$ cat config.mk
export PLATFORM = sky130hd
export DESIGN_NAME = tick_reload_timer
export DESIGN_NICKNAME = d
export VERILOG_FILES = /design/src/rtl/tmr_pkg.sv /design/src/rtl/tmr_datapath.sv /design/src/rtl/tmr_ctrl.sv /design/src/rtl/tick_reload_timer.sv
export SDC_FILE = /design/constraint.sdc
export NUM_CORES = 1
export LEC_CHECK = 0
export BUFFER_PORTS_ARGS = -buffer_cell sky130_fd_sc_hd__buf_4
export CORE_MARGIN = 5
export CORE_UTILIZATION = 55
export DETAILED_ROUTE_END_ITERATION = 16
export GPL_TIMING_DRIVEN = 1
export PLACE_DENSITY_LB_ADDON = 0.12
export SLEW_MARGIN = 40
export SYNTH_ARGS = -nofsm -noshare
export SYNTH_HDL_FRONTEND = slang
export SYNTH_SLANG_ARGS = --single-unit
$ cat constraint.sdc
create_clock -name clk -period 4.57 [get_ports clk]
set_input_delay 0.457 -clock clk [delete_from_list [all_inputs] [get_ports clk]]
set_output_delay 0.457 -clock clk [all_outputs]
set_load 0.02 [all_outputs]
$ cat src/rtl/tmr_pkg.sv
package tmr_pkg;

  // register addresses
  localparam logic [1:0] ADDR_CTRL   = 2'd0;
  localparam logic [1:0] ADDR_RELOAD = 2'd1;
  localparam logic [1:0] ADDR_COUNT  = 2'd2;

  // control word bit positions
  localparam int BIT_EN    = 0;
  localparam int BIT_START = 1;
  localparam int BIT_IE    = 2;
  localparam int BIT_FLAG  = 3;
  localparam int BIT_AR    = 4;
  localparam int BIT_POL   = 5;
  localparam int BIT_MODE  = 6;
  localparam int MODE_W    = 3;
  localparam int CTRL_W    = BIT_MODE + MODE_W;

  localparam logic [MODE_W-1:0] MODE_SOFT = '0;

  typedef struct packed {
    logic [MODE_W-1:0] mode;
    logic              polarity;
    logic              autoReload;
    logic              irqEn;
    logic              runEn;
  } ctrlCfg_t;

  // strobes from control to datapath
  typedef struct packed {
    logic load;
    logic dec;
  } dpStrobe_t;

endpackage

$ cat src/rtl/tmr_datapath.sv
module tmr_datapath
  import tmr_pkg::*;
#(
  parameter int CNT_W = 16
) (
  input  logic             clk,
  input  logic             rst_n,
  input  logic             wrReload,
  input  logic [CNT_W-1:0] wrData,
  input  dpStrobe_t        strobe,
  output logic [CNT_W-1:0] count,
  output logic [CNT_W-1:0] reloadVal,
  output logic             isZero
);

  logic [CNT_W-1:0] countQ;
  logic [CNT_W-1:0] reloadQ;

  always_ff @(posedge clk or negedge rst_n) begin
    if (!rst_n) begin
      reloadQ <= '0;
    end else if (wrReload) begin
      reloadQ <= wrData;
    end
  end

  always_ff @(posedge clk or negedge rst_n) begin
    if (!rst_n) begin
      countQ <= '0;
    end else if (strobe.load) begin
      countQ <= reloadQ;
    end else if (strobe.dec) begin
      countQ <= countQ - CNT_W'(1);
    end
  end

  assign count     = countQ;
  assign reloadVal = reloadQ;
  assign isZero    = (countQ == '0);

  // a load strobe takes the reload value
  p_load_value_r2: assert property (@(posedge clk) disable iff (!rst_n)
    strobe.load |=> countQ == $past(reloadQ));

  // a plain decrement lowers the count by one
  p_dec_step_r2: assert property (@(posedge clk) disable iff (!rst_n)
    (strobe.dec && !strobe.load) |=> countQ == $past(countQ) - CNT_W'(1));

  // decrement from zero wraps to all ones
  p_wrap_r3: assert property (@(posedge clk) disable iff (!rst_n)
    (strobe.dec && !strobe.load && isZero) |=> &countQ);

  // with no strobe the count holds
  p_hold_r2: assert property (@(posedge clk) disable iff (!rst_n)
    (!strobe.dec && !strobe.load) |=> $stable(countQ));

endmodule

$ cat src/rtl/tmr_ctrl.sv
module tmr_ctrl
  import tmr_pkg::*;
#(
  parameter int CNT_W = 16
) (
  input  logic             clk,
  input  logic             rst_n,
  input  logic             wrCtrl,
  input  logic [CNT_W-1:0] wrData,
  input  logic             countTick,
  input  logic             isZero,
  output dpStrobe_t        strobe,
  output logic [CNT_W-1:0] ctrlWord,
  output logic             irq,
  output logic             timerOut
);

  ctrlCfg_t cfgQ, cfgNext;
  logic     flagQ, flagNext;
  logic     runQ, runNext;
  logic     phaseQ, phaseNext;
  logic     startNow, decNow, underflow;

  always_comb begin
    cfgNext = cfgQ;
    if (wrCtrl) begin
      cfgNext.runEn      = wrData[BIT_EN];
      cfgNext.irqEn      = wrData[BIT_IE];
      cfgNext.autoReload = wrData[BIT_AR];
      cfgNext.polarity   = wrData[BIT_POL];
      cfgNext.mode       = wrData[BIT_MODE +: MODE_W];
    end
  end

  assign startNow  = wrCtrl && wrData[BIT_START] && wrData[BIT_EN]
                     && (wrData[BIT_MODE +: MODE_W] == MODE_SOFT);
  assign decNow    = runQ && cfgNext.runEn && countTick && !startNow;
  assign underflow = decNow && isZero;

  always_comb begin
    strobe.load = startNow || (underflow && cfgNext.autoReload);
    strobe.dec  = decNow;
  end

  always_comb begin
    flagNext = flagQ;
    if (underflow) begin
      flagNext = 1'b1;
    end else if (wrCtrl && !wrData[BIT_FLAG]) begin
      flagNext = 1'b0;
    end
  end

  always_comb begin
    runNext = runQ;
    if (startNow) begin
      runNext = 1'b1;
    end else if (!cfgNext.runEn) begin
      runNext = 1'b0;
    end else if (underflow && !cfgNext.autoReload) begin
      runNext = 1'b0;
    end
  end

  always_comb begin
    phaseNext = phaseQ;
    if (startNow) begin
      phaseNext = 1'b0;
    end else if (underflow && cfgNext.autoReload) begin
      phaseNext = ~phaseQ;
    end
  end

  always_ff @(posedge clk or negedge rst_n) begin
    if (!rst_n) begin
      cfgQ   <= '0;
      flagQ  <= 1'b0;
      runQ   <= 1'b0;
      phaseQ <= 1'b0;
    end else begin
      cfgQ   <= cfgNext;
      flagQ  <= flagNext;
      runQ   <= runNext;
      phaseQ <= phaseNext;
    end
  end

  logic activeLevel;
  always_comb begin
    if (!runQ) begin
      activeLevel = 1'b0;
    end else if (cfgQ.autoReload) begin
      activeLevel = phaseQ;
    end else begin
      activeLevel = 1'b1;
    end
  end

  assign timerOut = cfgQ.polarity ^ activeLevel;
  assign irq      = flagQ & cfgQ.irqEn;

  always_comb begin
    ctrlWord                       = '0;
    ctrlWord[BIT_EN]               = cfgQ.runEn;
    ctrlWord[BIT_START]            = 1'b0;
    ctrlWord[BIT_IE]               = cfgQ.irqEn;
    ctrlWord[BIT_FLAG]             = flagQ;
    ctrlWord[BIT_AR]               = cfgQ.autoReload;
    ctrlWord[BIT_POL]              = cfgQ.polarity;
    ctrlWord[BIT_MODE +: MODE_W]   = cfgQ.mode;
  end

  // an underflow leaves the flag set
  p_flag_set_r3: assert property (@(posedge clk) disable iff (!rst_n)
    underflow |=> flagQ);

  // one-shot underflow stops the timer
  p_oneshot_stop_r5: assert property (@(posedge clk) disable iff (!rst_n)
    (underflow && !cfgNext.autoReload) |=> !runQ);

  // reload underflow keeps running and flips the phase
  p_reload_run_r6: assert property (@(posedge clk) disable iff (!rst_n)
    (underflow && cfgNext.autoReload) |=> runQ && (phaseQ != $past(phaseQ)));

  // a valid start leaves the timer running
  p_start_runs_r9: assert property (@(posedge clk) disable iff (!rst_n)
    startNow |=> runQ && cfgQ.runEn);

  // never running while disabled
  p_disabled_idle_r11: assert property (@(posedge clk) disable iff (!rst_n)
    !cfgQ.runEn |-> !runQ);

  // a rising request needs an enabled, set flag
  p_irq_rise_r4: assert property (@(posedge clk) disable iff (!rst_n)
    $rose(irq) |-> cfgQ.irqEn && flagQ);

endmodule

$ cat src/rtl/tick_reload_timer.sv
module tick_reload_timer
  import tmr_pkg::*;
#(
  parameter int CNT_W  = 16,
  parameter int ADDR_W = 2
) (
  input  logic              clk,
  input  logic              rst_n,
  input  logic              wrEn,
  input  logic [ADDR_W-1:0] wrAddr,
  input  logic [CNT_W-1:0]  wrData,
  input  logic [ADDR_W-1:0] rdAddr,
  output logic [CNT_W-1:0]  rdData,
  input  logic              countTick,
  output logic              irq,
  output logic              timerOut
);

  dpStrobe_t        strobe;
  logic [CNT_W-1:0] count, reloadVal, ctrlWord;
  logic             isZero;
  logic             wrCtrl, wrReload;

  assign wrCtrl   = wrEn && (wrAddr == ADDR_W'(ADDR_CTRL));
  assign wrReload = wrEn && (wrAddr == ADDR_W'(ADDR_RELOAD));

  tmr_ctrl #(.CNT_W(CNT_W)) u_ctrl (
    .clk       (clk),
    .rst_n     (rst_n),
    .wrCtrl    (wrCtrl),
    .wrData    (wrData),
    .countTick (countTick),
    .isZero    (isZero),
    .strobe    (strobe),
    .ctrlWord  (ctrlWord),
    .irq       (irq),
    .timerOut  (timerOut)
  );

  tmr_datapath #(.CNT_W(CNT_W)) u_dp (
    .clk       (clk),
    .rst_n     (rst_n),
    .wrReload  (wrReload),
    .wrData    (wrData),
    .strobe    (strobe),
    .count     (count),
    .reloadVal (reloadVal),
    .isZero    (isZero)
  );

  always_comb begin
    unique case (rdAddr)
      ADDR_W'(ADDR_CTRL):   rdData = ctrlWord;
      ADDR_W'(ADDR_RELOAD): rdData = reloadVal;
      ADDR_W'(ADDR_COUNT):  rdData = count;
      default:              rdData = '0;
    endcase
  end

endmodule

==> metrics.txt <==
outcome=finished clean; Worst Setup Start Kind=input pin; GRT Residual Overflow=0; CTS tree=built; site row count=23; DIE HEIGHT=74.7 microns; Clock Pin Slew Worst Setup and Hold Paths=0.08 ns; Post CTS Setup Buffer Count=0; max-slew violation total from the final report=0; hold bufs inserted after CTS=0; area of the mapped netlist=0.00230 sq mm; leading cell type in the layout, fill and taps excluded=sky130_fd_sc_hd__dfrtp_1; Worst Path Buf+Inv=1; total of warnings raised by yosys=0; antenna violation net count after detailed routing=0; buffer levels on the longest clock path=2; data arrival at the endpoint of the critical path=2.89 ns; number of flops mapped to enable cells by yosys=0; Max-slew headroom=46.4%; worst-path fanout max=15; Clock Root Buffer=sky130_fd_sc_hd__clkbuf_8; VDD IR max=258 uV; count of vias placed by the detailed router=1725; highest-count cells in the layout ignoring fill and taps=sky130_fd_sc_hd__dfrtp_1 (42), sky130_fd_sc_hd__buf_4 (41), sky130_fd_sc_hd__nand2_1 (29), sky130_fd_sc_hd__mux2_2 (28), sky130_fd_sc_hd__xor2_1 (14); vias in the first global route=1710; detailed-route DRC error count=0; post-synthesis average cell area=10.8 sq um; crit-path leading delay family=compound AO/OA/AOI/OAI gates; type of the worst setup path=input pin to flip-flop; setup tns final=0 ns; Net count, final=278; count of buffers from port buffering=41; clock net sink count=42; prevailing post-synth register cell=sky130_fd_sc_hd__dfrtp_1; max_cap viols=0; setup slack, reg-to-reg=1.99 ns; placer's final routability congestion estimate=0.776; maximum number of pins on one net before global-route repair=43; Leak Pwr=0.00140 uW; kind of end point of the critical path=flip-flop; share of the clock period used by the worst path=59.3%; number of antenna violations at the first check in global routing=0; final number of hold-violating endpoints=0; Cells after Synth=213; wire length of the first global-routing pass=8340 microns; capturing point of the worst reg2reg path=u_ctrl.phaseQ; Tightest Hold Check Type=input pin to async pin; fraction of final layout cells sized beyond drive strength 1=35.2%; aggregate global-route resource usage=19.7%; total detailed-routing wirelength=4980 microns; number of antenna diodes=0; First DRT Iteration DRCs=73; half-perimeter wire length after detailed placement=3640 microns; I/O pin cnt=42; die footprint=0.00559 sq mm; pin slew with the least headroom to its limit=0.802 ns; setup repair after global routing missed its margin=false; Worst Reg2Reg Path Length in Cells=5; WL per Instance=16.4 microns; CP Data Required Time=4.75 ns; post_cts resized=0; post-synthesis to final-layout area growth=19.8%; register bit total from synthesis=42; standard cell core area=0.00403 sq mm; Async S/R FF share, synth=100%; critical path's slowest cell=sky130_fd_sc_hd__or3b_2; number of nets in the synthesized netlist=239; Initial Utilization=57.2%; chain of cells forming the critical path=buf_4, or3b_2, a2bb2oi_2, nor2_1, a21oi_4, mux2_2; worst flop-to-flop path startpoint=u_dp.count[3]; deepest level of the CTS H-tree=2; Post-Route Skew=0.00840 ns; sequential element share of the synthesized area=45.6%; worst-skew pair later-pin latency=0.29 ns; width of the chip=74.7 microns; number of buffers added by the clock tree synthesis step=5; number of placed instances, taps included=295; Cell Pwr Density=354 mW/mm^2; final period demand of the worst path=2.71 ns; Detailed Routing Iterations Pass 1=4; slowest stage delay, CP=0.57 ns; Max Fclk=369 MHz; post-DR vias/cell=5.69; Non-Filler Instances=303; Final Setup Violations=0; Distinct cells, synth=39
-- cell type report --
| cell class | instances | area [sq um] |
|---|---|---|
| inverters | 5 | 18.8 |
| clock inverters | 3 | 40.0 |
| clock buffers | 5 | 68.8 |
| flip-flops and latches | 42 | 1050 |
| well taps | 50 | 62.6 |
| multi-input cells | 156 | 1200 |
| repair buffers | 42 | 323 |
| fillers | 314 | 1270 |
-- report_power, final --
group | internal [uW] | switching, uW
clock network | 161 | 129
registers | 423 | 46.8
logic | 110 | 108
total | 693 | 284
-- stage by stage --
step,instance area (sq um),hold slack (ns),util (%),total power [uW],setup slack (ns)
after global placement,2630,0.469,65.2,689,1.39
final,2760,0.133,68.5,977,1.86
after detailed placement,2650,0.469,65.7,696,1.34
after CTS,2750,0.151,68.4,985,1.65
after global routing,2760,0.178,68.5,1030,1.74
after floorplan,2300,0.161,-,620,2.07
-- cell usage after synthesis, types with 3 or more instances --
library cell               count  share of area (%)
sky130_fd_sc_hd__nor4b_1       3                1.1
sky130_fd_sc_hd__inv_1         5               0.81
sky130_fd_sc_hd__or3_1         3               0.81
sky130_fd_sc_hd__dfrtp_1      42                 46
sky130_fd_sc_hd__xor2_1       14                5.3
sky130_fd_sc_hd__nor2_1        6               0.98
sky130_fd_sc_hd__or4_4         3                1.5
sky130_fd_sc_hd__a22o_1        8                3.0
sky130_fd_sc_hd__nor2b_1       3               0.81
sky130_fd_sc_hd__nor4_1        6                1.6
sky130_fd_sc_hd__mux2_1        3                1.5
sky130_fd_sc_hd__mux2_2       28                 14
sky130_fd_sc_hd__clkbuf_1      7                1.1
sky130_fd_sc_hd__nor3_1        6                1.3
sky130_fd_sc_hd__o21ai_0      11                2.4
sky130_fd_sc_hd__nand2_1      29                4.7
sky130_fd_sc_hd__mux2i_1      10                4.3
-- flip-flops by register name (all words and copies together) (netlist names) --
name and cells:
u_ctrl.flagQ 1, u_ctrl.phaseQ 1, u_dp.count 16, u_ctrl.runQ 1, u_dp.reloadVal 16, u_ctrl.ctrlWord 7
-- worst max-delay path by stage --
stage	from	cells past startpoint	slack [ns]	endpoint
after CTS	wrAddr[0]	6	1.65	u_dp.count[13]
after detailed placement	wrAddr[0]	6	1.34	u_dp.count[13]
after floorplan	u_dp.count[3]	7	2.07	u_dp.count[0]
after global placement	wrAddr[0]	6	1.39	u_dp.count[6]
after global routing	wrAddr[0]	6	1.74	u_dp.count[13]
final	wrAddr[0]	6	1.86	u_dp.count[13]
-- per-layer routing --
metal / up-vias / track usage (%) / share of wire (%)
li1: 839 / - / -
met1: 842 / 27.8 / 47
met2: 37 / 31.2 / 48
met3: 7 / 4.41 / 4.3
met4: 0 / 4.74 / 1.2
met5: - / 0 / 0
-- logic make-up after synthesis --
group	after synthesis	share of synthesized area [%]
XOR/XNOR	16	6.08
adder cells (fa/ha/maj)	2	1.09
buffers and inverters	15	2.88
AO/OA/AOI/OAI	25	7.76
AND/OR/NAND/NOR	72	17.1
flip-flops	42	45.6
multiplexers	41	19.5
Note: power is estimated with default switching activity, not from simulation.
